[config.mk]
export PLATFORM = sky130hd
export DESIGN_NAME = te_start_sync
export DESIGN_NICKNAME = d
export VERILOG_FILES = /design/src/rtl/te_sync_pkg.sv /design/src/rtl/te_edge_detect.sv /design/src/rtl/te_tick_gen.sv /design/src/rtl/te_start_sync.sv
export SDC_FILE = /design/constraint.sdc
export NUM_CORES = 1
export LEC_CHECK = 0
export BUFFER_PORTS_ARGS = -buffer_cell sky130_fd_sc_hd__buf_2
export CORE_MARGIN = 1.5
export CORE_UTILIZATION = 60
export CTS_BUF_LIST = sky130_fd_sc_hd__clkbuf_8 sky130_fd_sc_hd__clkbuf_16
export CTS_CLUSTER_DIAMETER = 30
export DETAILED_ROUTE_END_ITERATION = 7
export HOLD_SLACK_MARGIN = 0.12
export PLACE_DENSITY_LB_ADDON = 0.15
export SLEW_MARGIN = 30
export SYNTH_ARGS = -nofsm -noshare
export SYNTH_HDL_FRONTEND = slang
export SYNTH_SLANG_ARGS = --single-unit
[constraint.sdc]
create_clock -name clk -period 3 [get_ports clk]
set_input_delay 0 -clock clk [delete_from_list [all_inputs] [get_ports clk]]
set_output_delay 0 -clock clk [all_outputs]
set_load 0.005 [all_outputs]
[src/rtl/te_sync_pkg.sv]
package te_sync_pkg;
    typedef enum logic [1:0] {
        ST_IDLE  = 2'd0,
        ST_WAIT  = 2'd1,
        ST_DELAY = 2'd2
    } te_state_e;

    localparam logic [1:0] MODE_RISE = 2'd1;
    localparam logic [1:0] MODE_FALL = 2'd2;
endpackage

[src/rtl/te_edge_detect.sv]
module te_edge_detect (
    input  logic clk,
    input  logic rst_n,
    input  logic pin_i,
    output logic rise_o,
    output logic fall_o
);
    typedef struct packed {
        logic meta;
        logic sync;
        logic prev;
    } edge_regs_t;

    edge_regs_t r_d, r_q;

    always_comb begin
        r_d.meta = pin_i;
        r_d.sync = r_q.meta;
        r_d.prev = r_q.sync;
    end

    always_ff @(posedge clk or negedge rst_n) begin
        if (!rst_n) r_q <= '0;
        else        r_q <= r_d;
    end

    assign rise_o = r_q.sync & ~r_q.prev;
    assign fall_o = ~r_q.sync & r_q.prev;
endmodule

[src/rtl/te_tick_gen.sv]
module te_tick_gen #(
    parameter int RATIO_W = 4
) (
    input  logic               clk,
    input  logic               rst_n,
    input  logic               clear_i,
    input  logic [RATIO_W-1:0] ratio0_i,
    input  logic [RATIO_W-1:0] ratio1_i,
    output logic               tick_o
);
    localparam int CNT_W = (1 << RATIO_W) - 1;

    typedef struct packed {
        logic [CNT_W-1:0] stage0;
        logic [CNT_W-1:0] stage1;
    } tick_regs_t;

    tick_regs_t r_d, r_q;
    logic [CNT_W-1:0] limit0, limit1;
    logic tick0;

    always_comb begin
        limit0 = ~({CNT_W{1'b1}} << ratio0_i);
        limit1 = ~({CNT_W{1'b1}} << ratio1_i);
        tick0  = (r_q.stage0 == limit0);
        tick_o = tick0 && (r_q.stage1 == limit1);
        r_d    = r_q;
        if (clear_i) begin
            r_d = '0;
        end else begin
            r_d.stage0 = tick0 ? '0 : r_q.stage0 + 1'b1;
            if (tick0) r_d.stage1 = tick_o ? '0 : r_q.stage1 + 1'b1;
        end
    end

    always_ff @(posedge clk or negedge rst_n) begin
        if (!rst_n) r_q <= '0;
        else        r_q <= r_d;
    end
endmodule

[src/rtl/te_start_sync.sv]
module te_start_sync #(
    parameter int RATIO_W = 4,
    parameter int DELAY_W = 8,
    parameter int TMO_W   = 8
) (
    input  logic               clk,
    input  logic               rst_n,
    input  logic               te_i,
    input  logic               start_i,
    input  logic [1:0]         mode_i,
    input  logic [RATIO_W-1:0] ratio0_i,
    input  logic [RATIO_W-1:0] ratio1_i,
    input  logic [DELAY_W-1:0] delay_i,
    input  logic [TMO_W-1:0]   timeout_i,
    output logic               release_o,
    output logic               timeout_o
);
    import te_sync_pkg::*;

    localparam int CW = (DELAY_W > TMO_W) ? DELAY_W : TMO_W;

    typedef struct packed {
        te_state_e   state;
        logic [1:0]  mode;
        logic [CW-1:0] cnt;
        logic        rel;
        logic        tmo;
    } ctl_regs_t;

    ctl_regs_t r_d, r_q;
    logic rise, fall, tick, clear, hit, busy;
    logic [CW:0] cnt_next;

    te_edge_detect u_edge (
        .clk    (clk),
        .rst_n  (rst_n),
        .pin_i  (te_i),
        .rise_o (rise),
        .fall_o (fall)
    );

    te_tick_gen #(.RATIO_W(RATIO_W)) u_tick (
        .clk      (clk),
        .rst_n    (rst_n),
        .clear_i  (clear),
        .ratio0_i (ratio0_i),
        .ratio1_i (ratio1_i),
        .tick_o   (tick)
    );

    always_comb begin
        r_d      = r_q;
        r_d.rel  = 1'b0;
        r_d.tmo  = 1'b0;
        clear    = 1'b0;
        cnt_next = {1'b0, r_q.cnt} + 1'b1;
        hit      = (r_q.mode == MODE_RISE) ? rise : fall;
        unique case (r_q.state)
            ST_IDLE: begin
                clear = 1'b1;
                if (start_i) begin
                    if (mode_i == MODE_RISE || mode_i == MODE_FALL) begin
                        r_d.state = ST_WAIT;
                        r_d.mode  = mode_i;
                        r_d.cnt   = '0;
                    end else begin
                        r_d.rel = 1'b1;
                    end
                end
            end
            ST_WAIT: begin
                if (hit) begin
                    clear   = 1'b1;
                    r_d.cnt = '0;
                    if (delay_i == '0) begin
                        r_d.rel   = 1'b1;
                        r_d.state = ST_IDLE;
                    end else begin
                        r_d.state = ST_DELAY;
                    end
                end else if (tick) begin
                    r_d.cnt = cnt_next[CW-1:0];
                    if (timeout_i != '0 && cnt_next == (CW+1)'(timeout_i)) begin
                        r_d.rel   = 1'b1;
                        r_d.tmo   = 1'b1;
                        r_d.state = ST_IDLE;
                    end
                end
            end
            ST_DELAY: begin
                if (tick) begin
                    r_d.cnt = cnt_next[CW-1:0];
                    if (cnt_next == (CW+1)'(delay_i)) begin
                        r_d.rel   = 1'b1;
                        r_d.state = ST_IDLE;
                    end
                end
            end
            default: r_d.state = ST_IDLE;
        endcase
    end

    always_ff @(posedge clk or negedge rst_n) begin
        if (!rst_n) r_q <= '{state: ST_IDLE, mode: '0, cnt: '0, rel: 1'b0, tmo: 1'b0};
        else        r_q <= r_d;
    end

    assign busy      = (r_q.state != ST_IDLE);
    assign release_o = r_q.rel;
    assign timeout_o = r_q.tmo;
endmodule

==> summary.md <==
| Metric | Value |
|---|---|
| Post-CTS Setup Bufs | `0` |
| Dpl ws | `0.2669 ns` |
| Clk sinks | `47` |
| Vias | `roughly 3200` |
| Vias in the first global route | `3003` |
| Starting DRT DRC Count | `~240` |
| Max-slew headroom | `60.38%` |
| Count of cell types in the netlist | `66` |
| Initial Util | `approximately 63%` |
| Area Growth Syn to Fin | `9.347%` |
| Least-Margin Pin Slew | `0.5943 ns` |
| Cell Area, Synth | `3467 sq um` |
| Area fraction of the dominant cell type after synthesis | `33.92%` |
| Post-detailed-route count of antenna-violating nets | `0` |
| Register area share after synthesis | `about 34%` |
| Placed insts | `a little over 500` |
| CTS tree | `yes` |
| Gr ovfl total | `0` |
| Fin cells | `518` |
| Final Critical Period | `around 2.7 ns` |
| Synthesized area per cell | `8.177 sq um` |
| Final Power | `1.607 mW` |
| Clock root buffer | `clkbuf_8` |
| Gr usage total | `27.54%` |
| Worst skew pair latency | `0.29 ns` |
| Synth Flop Type | `dfrtp_1` |
| Setup ws final | `0.3007 ns` |
| Post-synthesis async set-or-reset flop share | `100.0%` |
| WL met2 | `3.864 mm` |
| CP arrival | `2.88 ns` |
| Met3 WL | `422 um` |
| Clock skew | `0.003006 ns` |
| PD cells | `around 420 nW/um^2` |
| Highest routed layer | `met4` |
| Max Root-Sink Buffers | `2` |
| Share of layout cells above drive strength 1 | `between 10% and 20%` |
| # setup viols final | `0` |
| Placeable core area | `5540 sq um` |
| Largest area contributor in the netlist | `dfrtp_1` |
| I/O Pins | `32` |
| Fin crit share | `89.98%` |
| # H-tree levels | `2` |
| Ant diodes | `0` |
| Most common cell after layout, fill and taps aside | `nor2_1` |
| Wl on met1 | `between 3 and 4 mm` |
| Mapped Cells | `424` |
| Worst Setup Path Type | `register to register` |
| Hold Vio Cnt, Final | `0` |
| Row count | `27` |
| Max_cap viols | `0` |
| 1st-pass router iterations | `5` |
| Max-slew violation count | `0` |
| Initial antenna violation count | `0` |
| Number of synthesized flops with an enable pin | `0` |
| Full die area | `6243 sq um` |
| Final Cell Area | `~3800 sq um` |
| Post-DP Area | `3607 sq um` |
| Final RePlAce weighted congestion | `approximately 0.91` |
| Max IR drop VDD | `267.8 uV` |
| TNS Setup | `0 ns` |
| Crit end category | `register` |
| Critical Path Start Type | `register` |
| Largest net degree at the start of global routing | `48` |
| RSZ-0062 raised after global routing | `no` |
| Lkg Pwr | `roughly 1.6 nW` |
| Routed WL | `8.123 mm` |
| Number of port buffers | `31` |
| Post-DR wirelength/cell | `15.68 um` |
| Synth Warn # | `0` |
| Total Nets Final | `479` |
| Final HPWL DP | `5.718 mm` |
| Global-route wire length before repair | `13.88 mm` |
| Min-delay worst type | `input port to register` |
| DR vias/cell | `6.224` |
| Fmax | `370.5 MHz` |
| Total CTS buffers | `5` |
| Final core occ | `~68%` |
| Die width | `79.02 um` |
| Top cells by area, synth | `dfrtp_1 34%, nor2_1 6.1%, xor2_1 5.3%` |
| CP required | `3.18 ns` |
| Die Ht | `79.02 um` |
| Syn_nets | `457` |
| Seq cells post-synth | `47` |
| Fin Hold WS | `0.1731 ns` |
| Status | `finished clean` |
| Clock transition at the registers of the reported paths | `0.08 ns` |
| # DRC | `0` |
| Crit Path Max Fanout | `10` |
| Commonest cells after routing, fill and taps aside | `56 x nor2_1, 47 x dfrtp_1, 39 x nand2_1` |
==> worst paths after layout <==
check,from,end,slack (ns),cells after the start
worst max-delay path,u_tick.r_q[10]$_DFFE_PN0P_,r_q[6]$_DFFE_PN0P_,0.30,8
worst min-delay path,delay_i[5],r_q[13]$_DFFE_PN0P_,0.17,5
worst max register to register,u_tick.r_q[10]$_DFFE_PN0P_,r_q[6]$_DFFE_PN0P_,0.30,8
worst min register to register,u_edge.r_d[1]$_DFF_PN0_,u_edge.r_d[0]$_DFF_PN0_,0.38,0
max in group asynchronous,rst_n,u_tick.r_q[12]$_DFFE_PN0P_,2.35,2
min in group asynchronous,rst_n,u_tick.r_q[20]$_DFF_PN0_,0.25,2
==> metal layers <==
layer,up-vias,GRT usage [%]
met1,1534,35.38
met2,116,47.26
met5,-,0
met3,16,4.368
met4,0,8.947
li1,1558,-
==> cells by family (layout without fill, tap and decap cells) <==
| kind of cell | after synthesis | in the layout | synth area share [%] |
|---|---|---|---|
| AO/OA/AOI/OAI | 92 | 92 | 18.59 |
| XOR/XNOR | 41 | 41 | 10.36 |
| adder cells (fa/ha/maj) | 3 | 3 | 1.083 |
| buffers and inverters | 34 | 56 | 4.403 |
| flip-flops | 47 | 47 | 33.92 |
| multiplexers | 4 | 4 | 1.191 |
| AND/OR/NAND/NOR | 203 | 203 | 30.46 |
==> layout make-up <==
| type | instances | area, sq um |
|---|---|---|
| multi-input combinational | 343 | 2140 |
| inverter | 8 | 30.03 |
| sequential | 47 | 1176 |
| clock buffer | 5 | 68.82 |
| tap | 72 | 90.09 |
| clock inverter | 2 | 33.78 |
| fill | 488 | 1749 |
| timing repair buffer | 41 | 252.7 |
==> worst max-delay path, cell delays in order, from the launching register on <==
cell and delay (ns):
dfrtp_1 0.48, or4b_1 0.49, nand4_1 0.10, a31oi_1 0.08
a2111oi_0 0.27, and4b_2 0.40, a21o_2 0.23, nand3_2 0.19
a221o_1 0.34
==> cell usage after synthesis (8+ instances only) <==
| cell | n |
|---|---|
| buf_2 | 8 |
| nand2b_1 | 10 |
| xor2_1 | 21 |
| o21ai_0 | 22 |
| nand2_1 | 39 |
| nand3_1 | 21 |
| and3_1 | 15 |
| nor3_1 | 14 |
| nor2_1 | 56 |
| inv_1 | 8 |
| a21oi_1 | 20 |
| dfrtp_1 | 47 |
| clkbuf_1 | 15 |
| xnor2_1 | 20 |
==> registers in the layout, summed over array words and instances (netlist names) <==
signal	cells
r_q	12
release_o	1
u_tick.r_q	30
u_edge.r_q	1
timeout_o	1
u_edge.r_d	2
==> power breakdown <==
part	internal, mW	leakage (nW)	switching (mW)	total (mW)
registers	0.670	0.641	0.0575	0.727
logic	0.154	0.892	0.277	0.431
clock network	0.241	0.0554	0.208	0.449
total	1.07	1.59	0.542	1.61
==> what timing repair did <==
| item | CTS | global route |
|---|---|---|
| hold endpoints to repair | 51 | 0 |
| hold buffers | 8 | 0 |
| resized for setup | 0 | 1 |
| setup endpoints to repair | 0 | 2 |
No activity file was read; power rests on OpenSTA's default activity.
